File: src/rtl/frd_pkg.sv
package frd_pkg;

  localparam int unsigned ADDR_W        = 32;
  localparam int unsigned SEG_AW        = 28;
  localparam int unsigned ROM_AW        = 13;
  localparam int unsigned LOW_AW        = 26;
  localparam int unsigned TCM_UNIT_AW   = 16;
  localparam int unsigned TCM_UNITS_W   = 3;
  localparam int unsigned TCM_MAX_UNITS = 4;
  localparam int unsigned TCM_BASE_W    = SEG_AW - TCM_UNIT_AW;
  localparam int unsigned N_TGT         = 5;

  typedef enum int unsigned {
    TGT_ROM   = 0,
    TGT_SDRAM = 1,
    TGT_ASYNC = 2,
    TGT_TCM   = 3,
    TGT_ERR   = 4
  } tgt_e;

  typedef enum logic [1:0] {
    MAP_ROM   = 2'b00,
    MAP_SDRAM = 2'b01,
    MAP_ASYNC = 2'b10,
    MAP_FAULT = 2'b11
  } remap_e;

  typedef logic [N_TGT-1:0] sel_t;

  typedef struct packed {
    logic                   en;
    logic [TCM_UNITS_W-1:0] units;
    logic [TCM_BASE_W-1:0]  base;
  } tcm_cfg_t;

endpackage

File: src/rtl/frd_cfg_regs.sv
module frd_cfg_regs
  import frd_pkg::*;
(
  input  logic              clk,
  input  logic              rst_n,
  input  logic              cfg_we,
  input  logic              cfg_sel,
  input  logic [ADDR_W-1:0] cfg_wdata,
  output remap_e            remap_q,
  output tcm_cfg_t          tcm_q
);

  localparam logic [TCM_UNITS_W-1:0] UNITS_CAP = TCM_UNITS_W'(TCM_MAX_UNITS);

  remap_e   remap_d;
  tcm_cfg_t tcm_d;
  logic     remap_en;
  logic     tcm_en;
  logic [TCM_UNITS_W-1:0] units_raw;

  assign remap_en  = cfg_we && !cfg_sel;
  assign tcm_en    = cfg_we &&  cfg_sel;
  assign units_raw = cfg_wdata[TCM_UNITS_W-1:0];

  always_comb begin
    remap_d     = remap_e'(cfg_wdata[1:0]);
    tcm_d.en    = cfg_wdata[TCM_UNITS_W];
    tcm_d.units = (units_raw > UNITS_CAP) ? UNITS_CAP : units_raw;
    tcm_d.base  = cfg_wdata[SEG_AW-1:TCM_UNIT_AW];
  end

  always_ff @(posedge clk or negedge rst_n) begin
    if (!rst_n) begin
      remap_q <= MAP_ROM;
    end else if (remap_en) begin
      remap_q <= remap_d;
    end
  end

  always_ff @(posedge clk or negedge rst_n) begin
    if (!rst_n) begin
      tcm_q <= '0;
    end else if (tcm_en) begin
      tcm_q <= tcm_d;
    end
  end

endmodule

File: src/rtl/frd_tcm_window.sv
module frd_tcm_window
  import frd_pkg::*;
(
  input  logic [ADDR_W-1:0] addr,
  input  tcm_cfg_t          cfg,
  output logic              hit,
  output logic [ADDR_W-1:0] offset
);

  logic [TCM_UNITS_W:0]  win_units;
  logic [SEG_AW-1:0]     win_mask;
  logic [SEG_AW-1:0]     base_full;
  logic [SEG_AW-1:0]     base_al;
  logic [SEG_AW-1:0]     addr_low;
  logic                  in_seg0;

  // Round the unit count up to a power of two.
  always_comb begin
    win_units = (TCM_UNITS_W+1)'(1);
    for (int i = 0; i < TCM_UNITS_W; i++) begin
      if (win_units < {1'b0, cfg.units}) begin
        win_units = win_units << 1;
      end
    end
  end

  assign win_mask  = (SEG_AW'(win_units) << TCM_UNIT_AW) - SEG_AW'(1);
  assign base_full = {cfg.base, {TCM_UNIT_AW{1'b0}}};
  assign base_al   = base_full & ~win_mask;
  assign addr_low  = addr[SEG_AW-1:0];
  assign in_seg0   = (addr[ADDR_W-1:SEG_AW] == '0);

  assign hit    = cfg.en && (cfg.units != '0) && in_seg0 &&
                  ((addr_low & ~win_mask) == base_al);
  assign offset = ADDR_W'(addr_low & win_mask);

endmodule

File: src/rtl/frd_bus_map.sv
module frd_bus_map
  import frd_pkg::*;
#(
  parameter logic [ADDR_W-1:0] ALIAS_BASE = 32'h4000_8000
) (
  input  logic [ADDR_W-1:0] addr,
  input  remap_e            remap,
  output sel_t              sel,
  output logic [ADDR_W-1:0] offset
);

  localparam int unsigned SEG_W = ADDR_W - SEG_AW;
  localparam logic [ADDR_W-ROM_AW-1:0] ALIAS_TAG = ALIAS_BASE[ADDR_W-1:ROM_AW];

  logic [SEG_W-1:0]  seg;
  logic              low_win;
  logic              alias_hit;
  logic [ADDR_W-1:0] rom_off;
  logic [ADDR_W-1:0] low_off;
  logic [ADDR_W-1:0] seg_off;

  assign seg       = addr[ADDR_W-1:SEG_AW];
  assign low_win   = (addr[SEG_AW-1:LOW_AW] == '0);
  assign alias_hit = (addr[ADDR_W-1:ROM_AW] == ALIAS_TAG);
  assign rom_off   = ADDR_W'(addr[ROM_AW-1:0]);
  assign low_off   = ADDR_W'(addr[LOW_AW-1:0]);
  assign seg_off   = ADDR_W'(addr[SEG_AW-1:0]);

  always_comb begin
    sel    = '0;
    offset = '0;
    sel[TGT_ERR] = 1'b1;
    unique case (seg)
      SEG_W'(0): begin
        if (low_win) begin
          unique case (remap)
            MAP_ROM:   begin sel = '0; sel[TGT_ROM]   = 1'b1; offset = rom_off; end
            MAP_SDRAM: begin sel = '0; sel[TGT_SDRAM] = 1'b1; offset = low_off; end
            MAP_ASYNC: begin sel = '0; sel[TGT_ASYNC] = 1'b1; offset = low_off; end
            default:   ;
          endcase
        end
      end
      SEG_W'(2): begin sel = '0; sel[TGT_SDRAM] = 1'b1; offset = seg_off; end
      SEG_W'(3): begin sel = '0; sel[TGT_ASYNC] = 1'b1; offset = seg_off; end
      SEG_W'(4): begin
        if (alias_hit) begin
          sel = '0; sel[TGT_ROM] = 1'b1; offset = rom_off;
        end
      end
      default: ;
    endcase
  end

endmodule

File: src/rtl/fetch_remap_decoder.sv
module fetch_remap_decoder
  import frd_pkg::*;
#(
  parameter logic [ADDR_W-1:0] ALIAS_BASE = 32'h4000_8000,
  parameter int unsigned       RST_SYNC_STAGES = 2
) (
  input  logic              clk,
  input  logic              rst_n,
  input  logic              req_valid,
  input  logic [ADDR_W-1:0] req_addr,
  input  logic              cfg_we,
  input  logic              cfg_sel,
  input  logic [ADDR_W-1:0] cfg_wdata,
  output logic              out_valid,
  output logic [N_TGT-1:0]  out_sel,
  output logic [ADDR_W-1:0] out_offset
);

  logic [RST_SYNC_STAGES-1:0] rst_pipe;
  logic                       rst_n_int;

  always_ff @(posedge clk or negedge rst_n) begin
    if (!rst_n) begin
      rst_pipe <= '0;
    end else begin
      rst_pipe <= {rst_pipe[RST_SYNC_STAGES-2:0], 1'b1};
    end
  end
  assign rst_n_int = rst_pipe[RST_SYNC_STAGES-1];

  remap_e            remap_q;
  tcm_cfg_t          tcm_q;
  logic              tcm_hit;
  logic [ADDR_W-1:0] tcm_off;
  sel_t              bus_sel;
  logic [ADDR_W-1:0] bus_off;

  frd_cfg_regs u_cfg (
    .clk      (clk),
    .rst_n    (rst_n_int),
    .cfg_we   (cfg_we),
    .cfg_sel  (cfg_sel),
    .cfg_wdata(cfg_wdata),
    .remap_q  (remap_q),
    .tcm_q    (tcm_q)
  );

  frd_tcm_window u_tcm (
    .addr  (req_addr),
    .cfg   (tcm_q),
    .hit   (tcm_hit),
    .offset(tcm_off)
  );

  frd_bus_map #(.ALIAS_BASE(ALIAS_BASE)) u_map (
    .addr  (req_addr),
    .remap (remap_q),
    .sel   (bus_sel),
    .offset(bus_off)
  );

  logic              valid_d;
  sel_t              sel_d;
  logic [ADDR_W-1:0] off_d;

  always_comb begin
    valid_d = req_valid;
    sel_d   = '0;
    off_d   = '0;
    if (req_valid) begin
      if (tcm_hit) begin
        sel_d[TGT_TCM] = 1'b1;
        off_d          = tcm_off;
      end else begin
        sel_d = bus_sel;
        off_d = bus_off;
      end
    end
  end

  always_ff @(posedge clk or negedge rst_n_int) begin
    if (!rst_n_int) begin
      out_valid  <= 1'b0;
      out_sel    <= '0;
      out_offset <= '0;
    end else begin
      out_valid  <= valid_d;
      out_sel    <= sel_d;
      out_offset <= off_d;
    end
  end

endmodule

File: config.mk
export PLATFORM = sky130hd
export DESIGN_NAME = fetch_remap_decoder
export DESIGN_NICKNAME = d
export VERILOG_FILES = /design/src/rtl/frd_pkg.sv /design/src/rtl/frd_cfg_regs.sv /design/src/rtl/frd_tcm_window.sv /design/src/rtl/frd_bus_map.sv /design/src/rtl/fetch_remap_decoder.sv
export SDC_FILE = /design/constraint.sdc
export NUM_CORES = 1
export LEC_CHECK = 0
export ABC_CLOCK_PERIOD_IN_PS = 1600
export CORE_UTILIZATION = 44
export DETAILED_ROUTE_END_ITERATION = 10
export GPL_TIMING_DRIVEN = 0
export PLACE_DENSITY = 0.76
export SETUP_SLACK_MARGIN = 0.3
export SLEW_MARGIN = 40
export SYNTH_ARGS = -nofsm -noshare
export SYNTH_HDL_FRONTEND = slang
export SYNTH_HIERARCHICAL = 1
export SYNTH_SLANG_ARGS = --single-unit
File: constraint.sdc
create_clock -name clk -period 1.6 [get_ports clk]
set_input_delay 0.4 -clock clk [delete_from_list [all_inputs] [get_ports clk]]
set_output_delay 0.4 -clock clk [all_outputs]
set_load 0.005 [all_outputs]
==> results.ini, run 1 <==
[critical_path]
cp_max_fo=10
cp-start-kind=register
reg2reg_depth=12
worstSetupPathType=reg -> reg
worst_ep_arrival_time_ns=3.75
worstPathRequired_ns=1.83
r2r-start=u_cfg/tcm_q[14]
r2r_slack_ns=-1.92
timing.rr.end=out_offset[19]
endpoint_kind=register

[detailed_routing]
wire_per_inst_um=14.6
viasPerCell=4.79
dr.pass1.iters=4
wl_um=8210
vias=2693
drt_drc_violations_left=0
drt_iter0_drc=50
ant_nets=0

[finish]
layout_commonest_cell=dfrtp_1
fin_nets=529
syn_to_final_growth_pct=34.2
fin_area_um2=4940
mostFrequentLayoutCells=dfrtp_1 (57), clkdlybuf4s50_1 (50), nor2b_1 (37)
num_antenna_cells=0
drive_gt1_frac=0.319

[yosys]
synth_cells=331
syn_area_per_cell_um2=11.1
synth_ff_type=dfrtp_1
synth_cell_types=51
seq_area_frac_synth=0.394
synth-edff-count=0
synth_area_um2=3680
synth_warnings=6
synthArstFlopShare=1.00
yosys_register_bits=58

[global_routing]
grt_pass1_wl_um=12900
grt.overflow.total=0
grt_pass1_vias=2681
track_usage=0.197
antenna_found_initial=0
grt_max_degree=57

[clock_tree]
cts.htree.levels=3
root_buffer=clkbuf_8
ctsLongestPathBuffers=2
insertion_delay_ns=0.35
cts_tree=yes
numCtsBuffers=9
cts_hold_buf=0
cts_sinks=58
clk_pin_slew_ns=0.07

[floorplan]
rows=33
ios=107
die_width_um=93.5
start_util=0.451
coreArea_um2=8180
dieArea_um2=8740
die_h_um=93.5

[sta]
fin_crit_ns=3.52
setup_violations=33
finalSetupTns_ns=-61.31
timing.final.ws_setup_ns=-1.92
hold_violations=0
drv_slew=0
min_period_over_period=2.20
skew_ns=0.0119
fmax_mhz=284
rsz0062_at_grt=true

[flow_run]
maxCapViolCount=0

[placement]
hpwlAfterDp_um=5850
dpl_cell_area_um2=4780
portBuffers=90
place_congestion=0.869
dpl_worst_slack_ns=-2.11

[power_and_ir_drop]
peakVddDrop_mv=0.585
power_mw=4.23
powerDensity_nw_per_um2=855
leakagePower_nw=2.20

[run_status]
violations=negative setup slack
outcome=finished, violations left

[hold_path]
hp-class=in -> async

-- worst max-delay path, cell delays in order (launching register included) --
cell	delay, ns
dfrtp_1	0.41
or2_4	0.28
ha_4	0.22
or3b_4	0.40
a221oi_4	0.29
mux2i_1	0.24
ha_1	0.28
a2111o_1	0.39
a311oi_2	0.24
buf_6	0.19
buf_12	0.15
mux2i_2	0.23
nor2b_1	0.07
-- routing by layer --
layer / vias up / share of wire / global-route usage
li1: 1341 / - / -
met1: 1274 / 0.42 / 0.228
met2: 68 / 0.51 / 0.350
met3: 10 / 0.049 / 0.0415
met4: 0 / 0.015 / 0.0859
met5: - / 0 / 0
-- stage by stage --
step                      std cells  hold WS [ns]   util
after floorplan                 338         0.104      -
after global placement          533         0.338  0.584
after detailed placement        533         0.340  0.584
after CTS                       558         0.199  0.599
after global routing            562         0.204  0.605
final                           562         0.207  0.605
-- area by class of cell --
class,count,area [um^2]
Inverter,6,22.5
Tap cell,105,131
Clock buffer,14,173
Fill cell,699,3230
Multi-Input combinational cell,235,1970
Clock inverter,2,35.0
Timing Repair Buffer,103,830
Sequential cell,58,1460
Buffer,39,333
-- where the power goes --
group / total (mW) / leakage (nW) / internal [mW] / switching [mW]
combinational: 1.15 / 1.34 / 0.640 / 0.513
clock: 1.44 / 0.107 / 0.846 / 0.593
sequential: 1.63 / 0.753 / 1.56 / 0.0746
total: 4.23 / 2.20 / 3.04 / 1.18
-- cells in the mapped netlist, drive strengths merged, types with 5 or more instances --
master / instances / area (um^2)
o22ai: 13 / 144
nand2: 31 / 119
nor4: 5 / 58.8
nor2b: 37 / 231
xnor2: 9 / 78.8
ha: 8 / 100
inv: 6 / 22.5
mux2i: 37 / 370
mux2: 18 / 240
and2: 26 / 163
buf: 35 / 314
dfrtp: 58 / 1450
-- flip-flops by register name (all words and copies together) (netlist names) --
| register | count |
|---|---|
| out_offset | 32 |
| out_sel | 5 |
| out_valid | 1 |
| rst_pipe | 2 |
| u_cfg/remap_q | 2 |
| u_cfg/tcm_q | 16 |
-- how the worst max path moves through the flow --
stage                         start              to  slack [ns]  cells past startpoint
floorplan           u_cfg/tcm_q[14]  out_offset[18]       -1.73                     12
global placement    u_cfg/tcm_q[14]  out_offset[19]       -2.04                     12
detailed placement  u_cfg/tcm_q[14]  out_offset[19]       -2.11                     14
CTS                 u_cfg/tcm_q[14]  out_offset[19]       -1.97                     12
global route        u_cfg/tcm_q[14]  out_offset[19]       -2.08                     12
finish              u_cfg/tcm_q[14]  out_offset[19]       -1.92                     12
-- cells by family (layout without fill, tap and decap cells) --
logic type / count (synthesis) / count (layout) / share of synthesized area
compound gates: 28 / 28 / 0.0767
buf+inv: 45 / 164 / 0.0954
fa+ha+maj: 8 / 8 / 0.0272
other cells: 3 / 10 / 0.00306
flops: 58 / 58 / 0.394
mux: 55 / 55 / 0.166
simple gates: 122 / 122 / 0.210
xor+xnor: 12 / 12 / 0.0285
-- repair_timing --
| item | CTS | global route |
|---|---|---|
| setup buffers | 9 | 3 |
| pin swaps | 1 | 1 |
| setup endpoints to repair | 71 | 48 |
| resized for setup | 142 | 13 |
(Power assumes the default switching activity.)
==> run 2, diff against run 1 <==
--- a/config.mk
+++ b/config.mk
@@ -9,9 +9,9 @@
 export CORE_UTILIZATION = 44
 export DETAILED_ROUTE_END_ITERATION = 10
 export GPL_TIMING_DRIVEN = 0
+export MAX_ROUTING_LAYER = met4
 export PLACE_DENSITY = 0.76
 export SETUP_SLACK_MARGIN = 0.3
-export SLEW_MARGIN = 40
 export SYNTH_ARGS = -nofsm -noshare
 export SYNTH_HDL_FRONTEND = slang
 export SYNTH_HIERARCHICAL = 1
==> run 2 against run 1 <==
  * Power is 1.9% higher
  * Design area hardly changed
  * Setup slack better by 0.024 ns
  * Fmax is 0.70% higher
  * Highest routed layer unchanged
  * Non-clock buffer count is 1 lower
  * The flow still finishes with violations (negative setup slack)
  * Critical endpoint unchanged
  * Global-route usage is 0.51 points higher
  * Clock power is 6% higher
  * Hold slack better by 0.0057 ns
==> results.ini, run 2 (same netlist as run 1, synthesis figures left out) <==
[clock_tree]
clk_pin_slew_ns=0.07
numCtsBuffers=9
cts_sinks=58
cts.htree.levels=3
insertion_delay_ns=0.34
cts_tree=yes
ctsLongestPathBuffers=2
root_buffer=clkbuf_8

[sta]
fmax_mhz=286
finalSetupTns_ns=-60.42
hold_ws_ns=0.212
min_period_over_period=2.18
relSlewSlack=0.510
rsz0062_at_grt=true
skew_ns=0.0108
drv_slew=0
fin_crit_ns=3.50
setup_violations=33
worst_slew_pin_slew_ns=0.735
hold_violations=0
timing.final.ws_setup_ns=-1.90

[finish]
fin_nets=528
mostFrequentLayoutCells=dfrtp_1 (57), clkdlybuf4s50_1 (50), buf_2 (39)
fill_cells=699
syn_to_final_growth_pct=34.2
num_antenna_cells=0
top_register=out_offset
drive_gt1_frac=0.318
layout_commonest_cell=dfrtp_1
stdcell_count=561
fin_util=0.605
top_regs=out_offset (32), u_cfg/tcm_q (16), out_sel (5)
largest_reg_flops=32

[detailed_routing]
drt_iter0_drc=64
dr.pass1.iters=4
ant_nets=0
viasPerCell=4.81
drt_drc_violations_left=0
wl_um=8150
wire_per_inst_um=14.5
vias=2698

[critical_path]
endpoint_kind=register
critPathBufInv=2
cpPeakStageDelay_ns=0.41
reg2reg_depth=12
path_cells=or2_4 -> ha_4 -> or3b_4 -> a221oi_4 -> mux2i_1 -> ha_1 -> a2111o_1 -> a311oi_2 -> buf_6 -> buf_12 -> mux2i_4 -> nor2b_1
worstSetupPathType=reg -> reg
path_delay_family=compound AO/OA/AOI/OAI gates
worst_ep_arrival_time_ns=3.72
cp_max_fo=10
r2r_slack_ns=-1.90
worstPathRequired_ns=1.82
critPathSlowestCell=dfrtp_1
r2r-start=u_cfg/tcm_q[14]
cp-start-kind=register
timing.rr.end=out_offset[19]

[global_routing]
grt.overflow.total=0
track_usage=0.202
grt_pass1_vias=2666
grt_max_degree=57
antenna_found_initial=0
grt_pass1_wl_um=12900

[floorplan]
die_h_um=93.5
start_util=0.451
ios=107
rows=33
die_width_um=93.5
dieArea_um2=8740
coreArea_um2=8180

[run_status]
outcome=finished, violations left
violations=negative setup slack

[placement]
portBuffers=90
place_congestion=0.883
hpwlAfterDp_um=5850
dpl.cell_count=533

[flow_run]
maxCapViolCount=0

[power_and_ir_drop]
peakVddDrop_mv=0.462
leakagePower_nw=2.19
power_mw=4.31
powerDensity_nw_per_um2=871

[hold_path]
hp-class=in -> async

[run 2: final cells by class]
cell class	count	area [um^2]	area share
plain buffers	39	333	0.0673
repair buffers	102	810	0.164
flip-flops and latches	58	1460	0.294
multi-input cells	235	1970	0.399
inverters	6	22.5	0.00455
clock buffers	12	145	0.0293
clock inverters	4	75.1	0.0152
well taps	105	131	0.0266
[run 2: through the flow]
step	cell area, um^2	setup WS (ns)
floorplan	3740	-1.73
global placement	4770	-2.04
detailed placement	4770	-2.11
CTS	4890	-1.96
global route	4950	-2.06
finish	4950	-1.90
[run 2: worst register-to-register path: cells and delay by family, from the launching register on]
family,cells,cell delay [ns]
AO/OA/AOI/OAI,3,0.92
adder cells (fa/ha/maj),2,0.49
buffers and inverters,2,0.34
flip-flops,1,0.41
multiplexers,2,0.47
AND/OR/NAND/NOR,3,0.75
[run 2: what timing repair did]
action | 4_1_cts | 5_1_grt
pin swaps | 1 | 1
setup endpoints to repair | 127 | 44
buffers inserted | 9 | 3
resized for setup | 150 | 11
hold buffers | 0 | 0
[run 2: where the power goes]
group	internal (mW)	switching, mW	leakage, nW
registers	1.56	0.0866	0.753
logic	0.635	0.504	1.34
clock network	0.921	0.602	0.103
total	3.11	1.19	2.19
[run 2: routing by layer]
| layer | track usage | up-vias | wire length, um |
|---|---|---|---|
| met1 | 0.232 | 1289 | 3460 |
| met2 | 0.344 | 65 | 4190 |
| met5 | - | - | 0 |
| li1 | - | 1332 | - |
| met3 | 0.0358 | 12 | 359 |
| met4 | 0.0936 | 0 | 138 |
[run 2: worst max-delay path by stage]
stage               slack, ns  cells past startpoint              to             from
floorplan               -1.73                     12  out_offset[18]  u_cfg/tcm_q[14]
global placement        -2.04                     12  out_offset[19]  u_cfg/tcm_q[14]
detailed placement      -2.11                     14  out_offset[19]  u_cfg/tcm_q[14]
CTS                     -1.96                     12  out_offset[19]  u_cfg/tcm_q[14]
global route            -2.06                     12  out_offset[18]  u_cfg/tcm_q[14]
finish                  -1.90                     12  out_offset[19]  u_cfg/tcm_q[14]
